[src/rtl/uart_reg_pkg.sv]
package uart_reg_pkg;
  localparam int BYTE_W = 8;
  localparam int OFS_W  = 3;

  localparam logic [OFS_W-1:0] OFS_DATA = 3'd0;
  localparam logic [OFS_W-1:0] OFS_IEN  = 3'd1;
  localparam logic [OFS_W-1:0] OFS_LCTL = 3'd3;
  localparam logic [OFS_W-1:0] OFS_MCTL = 3'd4;
  localparam logic [OFS_W-1:0] OFS_LSTA = 3'd5;

  localparam int LCTL_DLAB  = 7;
  localparam int MCTL_OUT2  = 3;
  localparam int MCTL_LOOP  = 4;

  function automatic logic [BYTE_W-1:0] word_mask(input logic [1:0] wsel);
    logic [1:0] drop;
    drop = 2'd3 - wsel;
    return 8'hFF >> drop;
  endfunction
endpackage

[src/rtl/ureg_char_timer.sv]
module ureg_char_timer #(
  parameter int CNT_W = 17
) (
  input  logic             clk,
  input  logic             rst_n,
  input  logic             start,
  input  logic [CNT_W-1:0] load_val,
  output logic             done
);
  logic [CNT_W-1:0] remain;

  always_ff @(posedge clk or negedge rst_n) begin
    if (!rst_n)               remain <= '0;
    else if (start)           remain <= load_val;
    else if (remain != '0)    remain <= remain - 1'b1;
  end

  // last counted cycle: completion takes effect on the coming edge
  assign done = (remain == CNT_W'(1));
endmodule

[src/rtl/ureg_rx_slot.sv]
module ureg_rx_slot #(
  parameter int W = 8
) (
  input  logic         clk,
  input  logic         rst_n,
  input  logic         capture,
  input  logic [W-1:0] cap_byte,
  input  logic         take,
  input  logic         stat_read,
  output logic [W-1:0] rx_byte,
  output logic         ready,
  output logic         overrun
);
  always_ff @(posedge clk or negedge rst_n) begin
    if (!rst_n) begin
      rx_byte <= '0;
      ready   <= 1'b0;
      overrun <= 1'b0;
    end else begin
      if (capture) begin
        rx_byte <= cap_byte;
        ready   <= 1'b1;
      end else if (take) begin
        ready   <= 1'b0;
      end
      if (capture && ready) overrun <= 1'b1;
      else if (stat_read)   overrun <= 1'b0;
    end
  end
endmodule

[src/rtl/uart_loop_regs.sv]
module uart_loop_regs
  import uart_reg_pkg::*;
#(
  parameter int CHAR_SHIFT = 1
) (
  input  logic              clk,
  input  logic              rst_n,
  input  logic              bus_wr,
  input  logic              bus_rd,
  input  logic [OFS_W-1:0]  bus_addr,
  input  logic [BYTE_W-1:0] bus_wdata,
  output logic [BYTE_W-1:0] bus_rdata,
  output logic [3:0]        int_enable,
  output logic              evt_tx,
  output logic              evt_rx,
  output logic              evt_ls
);
  localparam int DIV_W = 2 * BYTE_W;
  localparam int CNT_W = DIV_W + CHAR_SHIFT;

  logic [BYTE_W-1:0] div_lo, div_hi, lctl, tx_hold;
  logic [4:0]        mctl;
  logic [3:0]        ien;
  logic              thr_empty, tsr_empty;
  logic              dlab, loop_en, out2_en;
  logic              char_done, tx_accept, rx_cap;
  logic [DIV_W-1:0]  div_eff;
  logic [CNT_W-1:0]  char_len;
  logic [BYTE_W-1:0] rx_byte;
  logic              rx_ready, rx_over;

  assign dlab    = lctl[LCTL_DLAB];
  assign loop_en = mctl[MCTL_LOOP];
  assign out2_en = mctl[MCTL_OUT2];

  // bus decode
  logic sel_data, sel_ien;
  assign sel_data = (bus_addr == OFS_DATA);
  assign sel_ien  = (bus_addr == OFS_IEN);

  logic wr_thr, wr_dlo, wr_dhi, wr_ien, rd_rbr, rd_lsta;
  assign wr_thr  = bus_wr && sel_data && !dlab;
  assign wr_dlo  = bus_wr && sel_data &&  dlab;
  assign wr_dhi  = bus_wr && sel_ien  &&  dlab;
  assign wr_ien  = bus_wr && sel_ien  && !dlab;
  assign rd_rbr  = bus_rd && sel_data && !dlab;
  assign rd_lsta = bus_rd && (bus_addr == OFS_LSTA);

  assign tx_accept = wr_thr && thr_empty;
  assign rx_cap    = char_done && loop_en;

  // control registers
  always_ff @(posedge clk or negedge rst_n) begin
    if (!rst_n) begin
      div_lo <= '0;
      div_hi <= '0;
      lctl   <= '0;
      mctl   <= '0;
      ien    <= '0;
    end else if (bus_wr) begin
      if (wr_dlo) div_lo <= bus_wdata;
      if (wr_dhi) div_hi <= bus_wdata;
      if (wr_ien) ien    <= bus_wdata[3:0];
      if (bus_addr == OFS_LCTL) lctl <= bus_wdata;
      if (bus_addr == OFS_MCTL) mctl <= bus_wdata[4:0];
    end
  end

  // character length derived from divisor
  assign div_eff = ({div_hi, div_lo} == '0) ? DIV_W'(1) : {div_hi, div_lo};

  generate
    if (CHAR_SHIFT == 0) begin : g_len_plain
      assign char_len = div_eff;
    end else begin : g_len_scaled
      assign char_len = {div_eff, {CHAR_SHIFT{1'b0}}};
    end
  endgenerate

  ureg_char_timer #(.CNT_W(CNT_W)) u_timer (
    .clk      (clk),
    .rst_n    (rst_n),
    .start    (tx_accept),
    .load_val (char_len),
    .done     (char_done)
  );

  // transmit holding and empty flags
  always_ff @(posedge clk or negedge rst_n) begin
    if (!rst_n) begin
      tx_hold   <= '0;
      thr_empty <= 1'b1;
      tsr_empty <= 1'b1;
    end else if (char_done) begin
      thr_empty <= 1'b1;
      tsr_empty <= 1'b1;
    end else if (tx_accept) begin
      tx_hold   <= bus_wdata & word_mask(lctl[1:0]);
      thr_empty <= 1'b0;
      tsr_empty <= 1'b0;
    end
  end

  ureg_rx_slot #(.W(BYTE_W)) u_rx (
    .clk       (clk),
    .rst_n     (rst_n),
    .capture   (rx_cap),
    .cap_byte  (tx_hold),
    .take      (rd_rbr),
    .stat_read (rd_lsta),
    .rx_byte   (rx_byte),
    .ready     (rx_ready),
    .overrun   (rx_over)
  );

  // event pulses toward the interrupt controller
  always_ff @(posedge clk or negedge rst_n) begin
    if (!rst_n) begin
      evt_tx <= 1'b0;
      evt_rx <= 1'b0;
      evt_ls <= 1'b0;
    end else begin
      evt_tx <= char_done;
      evt_rx <= rx_cap && out2_en;
      evt_ls <= rx_cap && out2_en;
    end
  end

  // registered read mux
  logic [BYTE_W-1:0] rd_mux;
  always_comb begin
    rd_mux = '0;
    case (bus_addr)
      OFS_DATA: rd_mux = dlab ? div_lo : rx_byte;
      OFS_IEN:  rd_mux = dlab ? div_hi : {4'h0, ien};
      OFS_LCTL: rd_mux = lctl;
      OFS_MCTL: rd_mux = {3'b000, mctl};
      OFS_LSTA: rd_mux = {1'b0, tsr_empty, thr_empty, 3'b000, rx_over, rx_ready};
      default:  rd_mux = '0;
    endcase
  end

  always_ff @(posedge clk or negedge rst_n) begin
    if (!rst_n)      bus_rdata <= '0;
    else if (bus_rd) bus_rdata <= rd_mux;
  end

  assign int_enable = ien;
endmodule

[config.mk]
export PLATFORM = sky130hd
export DESIGN_NAME = uart_loop_regs
export DESIGN_NICKNAME = d
export VERILOG_FILES = /design/src/rtl/uart_reg_pkg.sv /design/src/rtl/ureg_char_timer.sv /design/src/rtl/ureg_rx_slot.sv /design/src/rtl/uart_loop_regs.sv
export SDC_FILE = /design/constraint.sdc
export NUM_CORES = 1
export LEC_CHECK = 0
export ABC_AREA = 1
export BUFFER_PORTS_ARGS = -buffer_cell sky130_fd_sc_hd__buf_2
export CAP_MARGIN = 20
export CORE_ASPECT_RATIO = 0.8
export CORE_MARGIN = 5
export CORE_UTILIZATION = 40
export DETAILED_ROUTE_END_ITERATION = 10
export PLACE_DENSITY_LB_ADDON = 0.3
export SYNTH_ARGS = -nofsm -noshare
export SYNTH_HDL_FRONTEND = slang
export SYNTH_SLANG_ARGS = --single-unit
[constraint.sdc]
create_clock -name clk -period 2.1 [get_ports clk]
set_input_delay 0.315 -clock clk [delete_from_list [all_inputs] [get_ports clk]]
set_output_delay 0.315 -clock clk [all_outputs]
set_load 0.02 [all_outputs]
==> results_dict.tcl, run 1 <==
set metrics [dict create \
    status "completed" \
    synth_commonest_cells "nand2_1 (197), dfrtp_1 (78), o21ai_0 (50), inv_1 (48), nor2_1 (46)" \
    die_height_um 98.66 \
    r2r-end "u_rx.rx_byte[6]" \
    clkSinkCount 79 \
    antenna_found_initial 0 \
    worst-setup-path-type "reg2reg" \
    clockBufferDepth 2 \
    synth_area_leaders "dfrtp_1 (50%), nand2_1 (19%), o21ai_0 (6.4%)" \
    async_reset_ff_share_pct 100.0 \
    area.growth.synth_to_final_pct 15.03 \
    period_needed_ns 1.810 \
    dieArea_um2 11920 \
    num_rows 32 \
    drv_slew 0 \
    power_leakage_nw 2.319 \
    rrSetupSlack_ns 0.29 \
    first_pass_iters 5 \
    floorplan.initialDensity_pct 40.90 \
    synth_top_cell_by_area "dfrtp_1" \
    die_x_um 120.8 \
    arrival_ns 2.03 \
    grt_pass1_vias 3345 \
    syn_area_um2 3930 \
    post-place-ws_ns 0.3109 \
    seq_area_frac_synth_pct 50.33 \
    final_antenna_net_count 0 \
    gr-usage-all-layers_pct 18.20 \
    post-synth-top-count-cell "nand2_1" \
    hold_path.class "in2reg" \
    hold_path_end "tx_hold[6]" \
    initialDrtViolationCount 316 \
    rr_worst_depth 8 \
    skew_ns 0.008222 \
    vias_per_cell 5.114 \
    crit_required_ns 2.32 \
    grt_pass1_wl_mm 17.08 \
    io_pins 30 \
    route.final.wire_length_mm 10.40 \
    path_max_fanout 12 \
    startpoint_type "flop" \
    worstMarginPinSlew_ns 0.4521 \
    ir_drop_v 0.0006203 \
    setup_viol 0 \
    max-slew-margin-rel_pct 69.79 \
    ys_seq_elements 79 \
    yosysUniqueCellTypes 30 \
    io_buffer_count 29 \
    clkLatencyLatePin_ns 0.35 \
    cts_tree "yes" \
    core_um2 9609 \
    clk_pin_slew_worst_paths_ns 0.06 \
    worst_slack_ns 0.2903 \
    cap_violations 0 \
    drive_above_1_share_pct 12.26 \
    hold_start "bus_wdata[6]" \
    post-cts-setup-buffers 0 \
    hold_viol 0 \
    rr_startpoint "u_timer.remain[8]" \
    finalPower_mw 5.169 \
    endpoint_kind "flop" \
    powerDensity_nw_per_um2 1143 \
    n_antenna_cell 0 \
    cts_root_buffer "clkbuf_16" \
    vias 3488 \
    numCtsBuffers 9 \
    overflow 0 \
    cts.htree.levels 3 \
    avgRoutedWirePerCell_um 15.24 \
    finalSetupTns_ns 0 \
    syn_nets 541 \
    ys.flop_type "dfrtp_1" \
    period_share_pct 86.18 \
    synth_top_area_share_pct 49.67 \
    synth_edf_count 0 \
    grt_max_degree 33 \
    nNetsFinal 576 \
    syn_inst 524 \
    ys_warn_count 0 \
    rsz0062_at_grt "false" \
    hpwl_mm 7.780 \
    syn_area_per_cell_um2 7.500 \
    drc 0 \
    max_freq_ghz 0.5526 \
    whs_path_depth 3 \
    gp_congestion 0.9045 \
]
## metal layers
layer / wire length (um) / global-route usage (%) / vias up
li1: - / - / 1728
met1: 5338 / 28.24 / 1644
met2: 4174 / 24.72 / 102
met3: 754 / 5.106 / 14
met4: 128 / 4.704 / 0
met5: 0 / 0 / -
## cell type report
type	count	area, um^2
Sequential cell	79	1978
Multi-Input combinational cell	382	1698
Timing Repair Buffer	37	210.2
Fill cell	956	5089
Tap cell	119	148.9
Clock inverter	5	58.81
Clock buffer	10	239.0
Inverter	50	187.7
## worst max path at each step
stage | start | end | slack (ns) | cells after the start
6_report | u_timer.remain[8] | u_rx.rx_byte[6] | 0.29 | 8
5_1_grt | u_timer.remain[8] | u_rx.overrun | 0.1 | 7
4_1_cts | u_timer.remain[8] | u_rx.rx_byte[6] | 0.30 | 8
3_5_place_dp | u_timer.remain[8] | u_rx.rx_byte[6] | 0.31 | 8
3_3_place_gp | u_timer.remain[8] | u_rx.rx_byte[6] | 0.31 | 8
2_1_floorplan | u_timer.remain[0] | u_timer.remain[8] | 0.57 | 9
## placed cells by master (no fill, tap or decap)
cell / count
dfstp_2: 1
clkinv_4: 1
nand4_2: 1
o211ai_1: 1
inv_1: 48
or2_2: 1
clkbuf_16: 9
inv_2: 2
dlygate4sd3_1: 1
nor3_4: 1
nand2_1: 197
nor2_2: 3
nor2_1: 46
nand3_1: 34
nand4_1: 3
nor3_1: 3
xor2_1: 1
nand2_2: 5
clkinv_2: 1
a21boi_0: 1
buf_4: 8
o32ai_1: 1
bufinv_16: 1
clkbuf_8: 1
nor2_4: 3
ha_1: 2
a21oi_1: 13
clkinvlp_4: 2
o21bai_1: 1
o21ai_0: 50
o21ai_1: 12
dfrtp_1: 78
nand3b_1: 1
o21ai_2: 1
buf_2: 28
and2_1: 1
## power breakdown
group / total (mW) / switching [mW] / internal [mW]
combinational: 1.32 / 0.852 / 0.472
clock: 1.56 / 0.619 / 0.945
sequential: 2.28 / 0.375 / 1.91
total: 5.17 / 1.85 / 3.32
## repair_timing
item,4_1_cts,5_1_grt
gates resized for setup,0,0
hold buffers,1,0
endpoints found under the hold margin,29,0
## worst max-delay path, cell delays in order, from the launching register on
cell	delay, ns
dfrtp_1	0.42
nor2_2	0.19
nand2_1	0.13
nor2_1	0.11
nand2_1	0.13
inv_2	0.17
nand2_1	0.31
nand2_1	0.17
o21ai_2	0.06
## cells by family (layout without fill, tap and decap cells)
family                     count (synthesis)  count (layout)  share of synthesized area (%)
and+or+nand+nor                          299             299                          31.77
adders and majority gates                  2               2                         0.6366
DFF                                       79              79                          50.33
AOI/OAI and AO/OA                         80              80                          10.57
xor gates and xnor gates                   1               1                         0.2229
buffers and inverters                     63             102                          6.463
## state kept, by name (all words and copies together) (netlist names), 4 cells and up
name	flops
div_lo	8
bus_rdata	8
mctl	5
int_enable	4
div_hi	8
tx_hold	8
u_timer.remain	17
u_rx.rx_byte	8
lctl	8
## through the flow
step           instances  cell area [um^2]  utilization (%)  hold WS, ns
2_1_floorplan        524              3930                -      0.01941
3_3_place_gp         666              4213            43.84       0.2735
3_5_place_dp         666              4213            43.84       0.2768
4_1_cts              682              4521            47.04       0.2485
5_1_grt              682              4521            47.04       0.2614
6_report             682              4521            47.04       0.2503
(Power assumes the default switching activity.)
==> run 2, diff against run 1 <==
--- a/config.mk
+++ b/config.mk
@@ -6,7 +6,7 @@
 export NUM_CORES = 1
 export LEC_CHECK = 0
 export ABC_AREA = 1
-export BUFFER_PORTS_ARGS = -buffer_cell sky130_fd_sc_hd__buf_2
+export BUFFER_PORTS_ARGS = -buffer_cell sky130_fd_sc_hd__clkbuf_2
 export CAP_MARGIN = 20
 export CORE_ASPECT_RATIO = 0.8
 export CORE_MARGIN = 5
==> results_dict.tcl, run 2 (synthesized netlist as in run 1, its figures left out) <==
set metrics [dict create \
    status "completed" \
    clockBufferDepth 2 \
    final_antenna_net_count 0 \
    seq_power_share_pct 42.0 \
    endpoint_kind "flop" \
    avgRoutedWirePerCell_um 15.13 \
    nNetsFinal 576 \
    ir_drop_v 0.0004496 \
    startpoint_type "flop" \
    n_antenna_cell 0 \
    finalSetupTns_ns 0 \
    clk_pin_slew_worst_paths_ns 0.07 \
    grt_max_degree 40 \
    antenna_found_initial 0 \
    p_comb_share_pct 24.3 \
    worstMarginPinSlew_ns 0.5052 \
    p_int_mw 3.557 \
    worst-setup-path-type "reg2reg" \
    num_rows 32 \
    floorplan.initialDensity_pct 40.90 \
    layout_commonest_cell "nand2_1" \
    largest_reg_flops 17 \
    drive_above_1_share_pct 12.41 \
    dieArea_um2 11920 \
    switching_share_pct 34.62 \
    largest-register "u_timer.remain" \
    final_cell_count_no_fill 683 \
    netSwitchingPower_mw 1.884 \
    place_inst 666 \
    setup_viol 0 \
    cts_root_buffer "clkbuf_16" \
    io_buffer_count 29 \
    crit_required_ns 2.32 \
    period_needed_ns 1.792 \
    drc 0 \
    route.final.wire_length_mm 10.34 \
    numCtsBuffers 9 \
    hold_path.class "in2reg" \
    powerDensity_nw_per_um2 1189 \
    finalPower_mw 5.440 \
    gp_congestion 0.8954 \
    rr_worst_depth 8 \
    hpwl_mm 7.709 \
    overflow 0 \
    max_freq_ghz 0.5581 \
    grt_pass1_vias 3318 \
    die_height_um 98.66 \
    max-slew-margin-rel_pct 66.32 \
    rsz0062_at_grt "false" \
    path_max_fanout 12 \
    final_cell_mix "nand2_1 (197), dfrtp_1 (78), o21ai_0 (50), inv_1 (48), nor2_1 (46)" \
    whs_path_depth 3 \
    drv_slew 0 \
    cap_violations 0 \
    hold_viol 0 \
    power_leakage_nw 2.344 \
    clkLatencyLatePin_ns 0.34 \
    grt_pass1_wl_mm 17.23 \
    clock_power_share_pct 33.7 \
    vias 3526 \
    holdWs_ns 0.2443 \
    first_pass_iters 7 \
    die_x_um 120.8 \
    period_share_pct 85.33 \
    vias_per_cell 5.163 \
    initialDrtViolationCount 323 \
    gr-usage-all-layers_pct 18.30 \
    cts_tree "yes" \
    area.growth.synth_to_final_pct 16.43 \
    post-cts-setup-buffers 0 \
    arrival_ns 2.01 \
    final_util_pct 47.62 \
    core_um2 9609 \
    skew_ns 0.008955 \
    clkSinkCount 79 \
    io_pins 30 \
    cts.htree.levels 3 \
]
==> run 2: worst paths after layout <==
check | from | end | slack, ns
setup / recovery | u_timer.remain[8] | u_rx.rx_byte[6] | 0.31
hold / removal | bus_wdata[6] | tx_hold[6] | 0.24
setup reg to reg | u_timer.remain[8] | u_rx.rx_byte[6] | 0.31
hold reg to reg | u_rx.rx_byte[1] | u_rx.rx_byte[1] | 0.48
max in group asynchronous | rst_n | tsr_empty | 0.93
min in group asynchronous | rst_n | div_hi[0] | 0.49
==> run 2: area by class of cell <==
cell class                      count  area (um^2)
Clock buffer                        9        225.2
Clock inverter                      7        127.6
Sequential cell                    79         1978
Multi-Input combinational cell    382         1698
Inverter                           50        187.7
Tap cell                          119        148.9
Fill cell                         958         5034
Timing Repair Buffer               37        210.2
==> run 2: power groups by stage <==
stage	Combinational (mW)	Sequential (mW)	Clock (mW)
detailed placement	1.31	2.30	0
global route	1.54	2.34	1.92
finish	1.32	2.29	1.83
floorplan	0.957	2.21	0
global placement	1.28	2.29	0
CTS	1.32	2.27	1.85
==> run 2: critical path: stages (launching register included) <==
cell	delay (ns)
dfrtp_1	0.42
nor2_2	0.19
nand2_1	0.14
nor2_1	0.12
nand2_1	0.14
inv_2	0.17
nand2_1	0.28
nand2_1	0.16
o21ai_2	0.06
==> run 2: metrics by stage <==
step           setup WS, ns  area [um^2]
3_5_place_dp         0.3231         4213
3_3_place_gp         0.3522         4213
2_1_floorplan        0.5725         3930
4_1_cts              0.3226         4576
6_report             0.3082         4576
5_1_grt              0.1065         4576
==> run 2: what timing repair did <==
action / 4_1_cts / 5_1_grt
hold buffers: 1 / 0
hold endpoints to repair: 36 / 0
gates resized for setup: 0 / 0
setup endpoints to repair: 0 / 0
==> run 2: per-layer routing <==
metal	up-vias	track usage [%]	share of wire, %
met1	1671	28.63	51
li1	1734	-	-
met2	111	25.79	42
met3	10	3.844	6.6
met4	0	4.181	0.98
met5	-	0	0
==> run 3, diff against run 2 <==
--- a/config.mk
+++ b/config.mk
@@ -12,7 +12,7 @@
 export CORE_MARGIN = 5
 export CORE_UTILIZATION = 40
 export DETAILED_ROUTE_END_ITERATION = 10
-export PLACE_DENSITY_LB_ADDON = 0.3
+export PLACE_DENSITY = 0.64
 export SYNTH_ARGS = -nofsm -noshare
 export SYNTH_HDL_FRONTEND = slang
 export SYNTH_SLANG_ARGS = --single-unit
==> results_dict.tcl, run 3 (synthesized netlist as in run 1, its figures left out) <==
set metrics [dict create \
    cts_root_buffer "clkbuf_16" \
    clkLatencyLatePin_ns 0.34 \
    finalSetupTns_ns 0 \
    cts_tree "yes" \
    crit_required_ns 2.31 \
    endpoint_kind "flop" \
    power_leakage_nw 2.329 \
    startpoint_type "flop" \
    grt_max_degree 45 \
    io_buffer_count 29 \
    use_met1_pct 27.69 \
    initialDrtViolationCount 354 \
    post-place-ws_ns 0.2890 \
    grt_pass1_wl_mm 17.18 \
    post-cts-setup-buffers 0 \
    num_rows 32 \
    setup_viol 0 \
    drive_above_1_share_pct 12.08 \
    area.growth.synth_to_final_pct 15.73 \
    period_share_pct 87.45 \
    largest-register "u_timer.remain" \
    cts.htree.levels 3 \
    dieArea_um2 11920 \
    final_antenna_net_count 0 \
    rsz0062_at_grt "false" \
    rrSetupSlack_ns 0.26 \
    antenna_found_initial 0 \
    final_cell_mix "nand2_1 (197), dfrtp_1 (78), o21ai_0 (50), inv_1 (48), nor2_1 (46)" \
    gp_congestion 0.9127 \
    largest_reg_flops 17 \
    clk_pin_slew_worst_paths_ns 0.06 \
    ir_drop_v 0.0005934 \
    grt_pass1_vias 3388 \
    rr_worst_depth 8 \
    avgRoutedWirePerCell_um 15.24 \
    placed_area_um2 4218 \
    drv_slew 0 \
    rr_startpoint "u_timer.remain[8]" \
    whs_path_depth 3 \
    worst-setup-path-type "reg2reg" \
    core_um2 9609 \
    n_antenna_cell 0 \
    gr-max-usage-layer "met1" \
    hold_path.class "in2reg" \
    drc 0 \
    hold_start "bus_wdata[7]" \
    worstMarginPinSlew_ns 0.5908 \
    route.final.wire_length_mm 10.39 \
    gr-usage-all-layers_pct 18.44 \
    r2r-end "u_rx.rx_byte[6]" \
    powerDensity_nw_per_um2 1166 \
    cap_violations 0 \
    arrival_ns 2.05 \
    floorplan.initialDensity_pct 40.90 \
    gr-usage-met3_pct 4.991 \
    fin_area_um2 4548 \
    skew_ns 0.01004 \
    vias 3531 \
    nNetsFinal 575 \
    hold_path_end "tx_hold[7]" \
    overflow 0 \
    fill_cells 976 \
    path_max_fanout 12 \
    period_needed_ns 1.836 \
    die_height_um 98.66 \
    max_freq_ghz 0.5446 \
    clkSinkCount 79 \
    max-slew-margin-rel_pct 60.61 \
    layout_commonest_cell "nand2_1" \
    hold_viol 0 \
    first_pass_iters 5 \
    vias_per_cell 5.177 \
    io_pins 30 \
    worst_slack_ns 0.2636 \
    status "completed" \
    hpwl_mm 7.708 \
    grt_use_met2_pct 25.96 \
    clockBufferDepth 2 \
    die_x_um 120.8 \
    numCtsBuffers 9 \
]
run 3: changes by cell type in the layout (fill, tap and decap cells not counted):
cell | previous run | this run
buf_4 | 8 | 6
inv_8 | 1 | 0
clkinv_4 | 1 | 0
clkinv_2 | 0 | 1
inv_6 | 2 | 3
clkbuf_1 | 0 | 1
bufinv_16 | 3 | 2
buf_12 | 0 | 1
run 3: worst max path at each step:
stage / from / to / slack [ns] / depth (start not counted)
after floorplan: u_timer.remain[0] / u_timer.remain[8] / 0.57 / 9
after global placement: u_timer.remain[9] / u_rx.rx_byte[6] / 0.33 / 8
after global routing: u_timer.remain[1] / u_rx.rx_byte[6] / 0.09 / 9
final: u_timer.remain[8] / u_rx.rx_byte[6] / 0.26 / 8
after CTS: u_timer.remain[1] / u_rx.rx_byte[6] / 0.29 / 9
after detailed placement: u_timer.remain[1] / u_rx.overrun / 0.29 / 8
run 3: repair_timing:
action                                 in CTS  in global routing
endpoints found under the hold margin       2                  0
hold buffers                                1                  0
resized for setup                           0                  0
run 3: final cells by class:
cell class	count	area (um^2)	share of cell area [%]
sequential	79	1978	43.49
multi-input combinational	382	1698	37.33
clock buffer	10	229.0	5.034
timing repair buffer	36	215.2	4.732
inverter	50	187.7	4.127
tap	119	148.9	3.274
clock inverter	6	91.34	2.008
run 3: routing by layer:
metal | vias up | share of wire (%)
met5 | - | 0
met4 | 0 | 1.7
met3 | 17 | 9.3
met2 | 135 | 41
met1 | 1648 | 48
li1 | 1731 | -
run 3: critical path: stages, from the launching register on:
cell	delay (ns)
dfrtp_1	0.44
nor2_2	0.19
nand2_1	0.14
nor2_1	0.12
nand2_1	0.15
inv_2	0.16
nand2_1	0.29
nand2_1	0.17
o21ai_2	0.06
run 3: where the power goes:
part	switching, mW	internal (mW)
clock network	0.636	1.05
logic	0.859	0.474
registers	0.379	1.91
run 3: through the flow:
| step | hold slack [ns] | utilization [%] | std cells | power, mW |
|---|---|---|---|---|
| after floorplan | 0.01941 | - | 524 | 3.165 |
| after global placement | 0.3547 | 43.89 | 665 | 3.567 |
| after detailed placement | 0.3592 | 43.89 | 665 | 3.613 |
| after CTS | 0.2439 | 47.33 | 682 | 5.318 |
| after global routing | 0.2593 | 47.33 | 682 | 5.662 |
| final | 0.2546 | 47.33 | 682 | 5.304 |
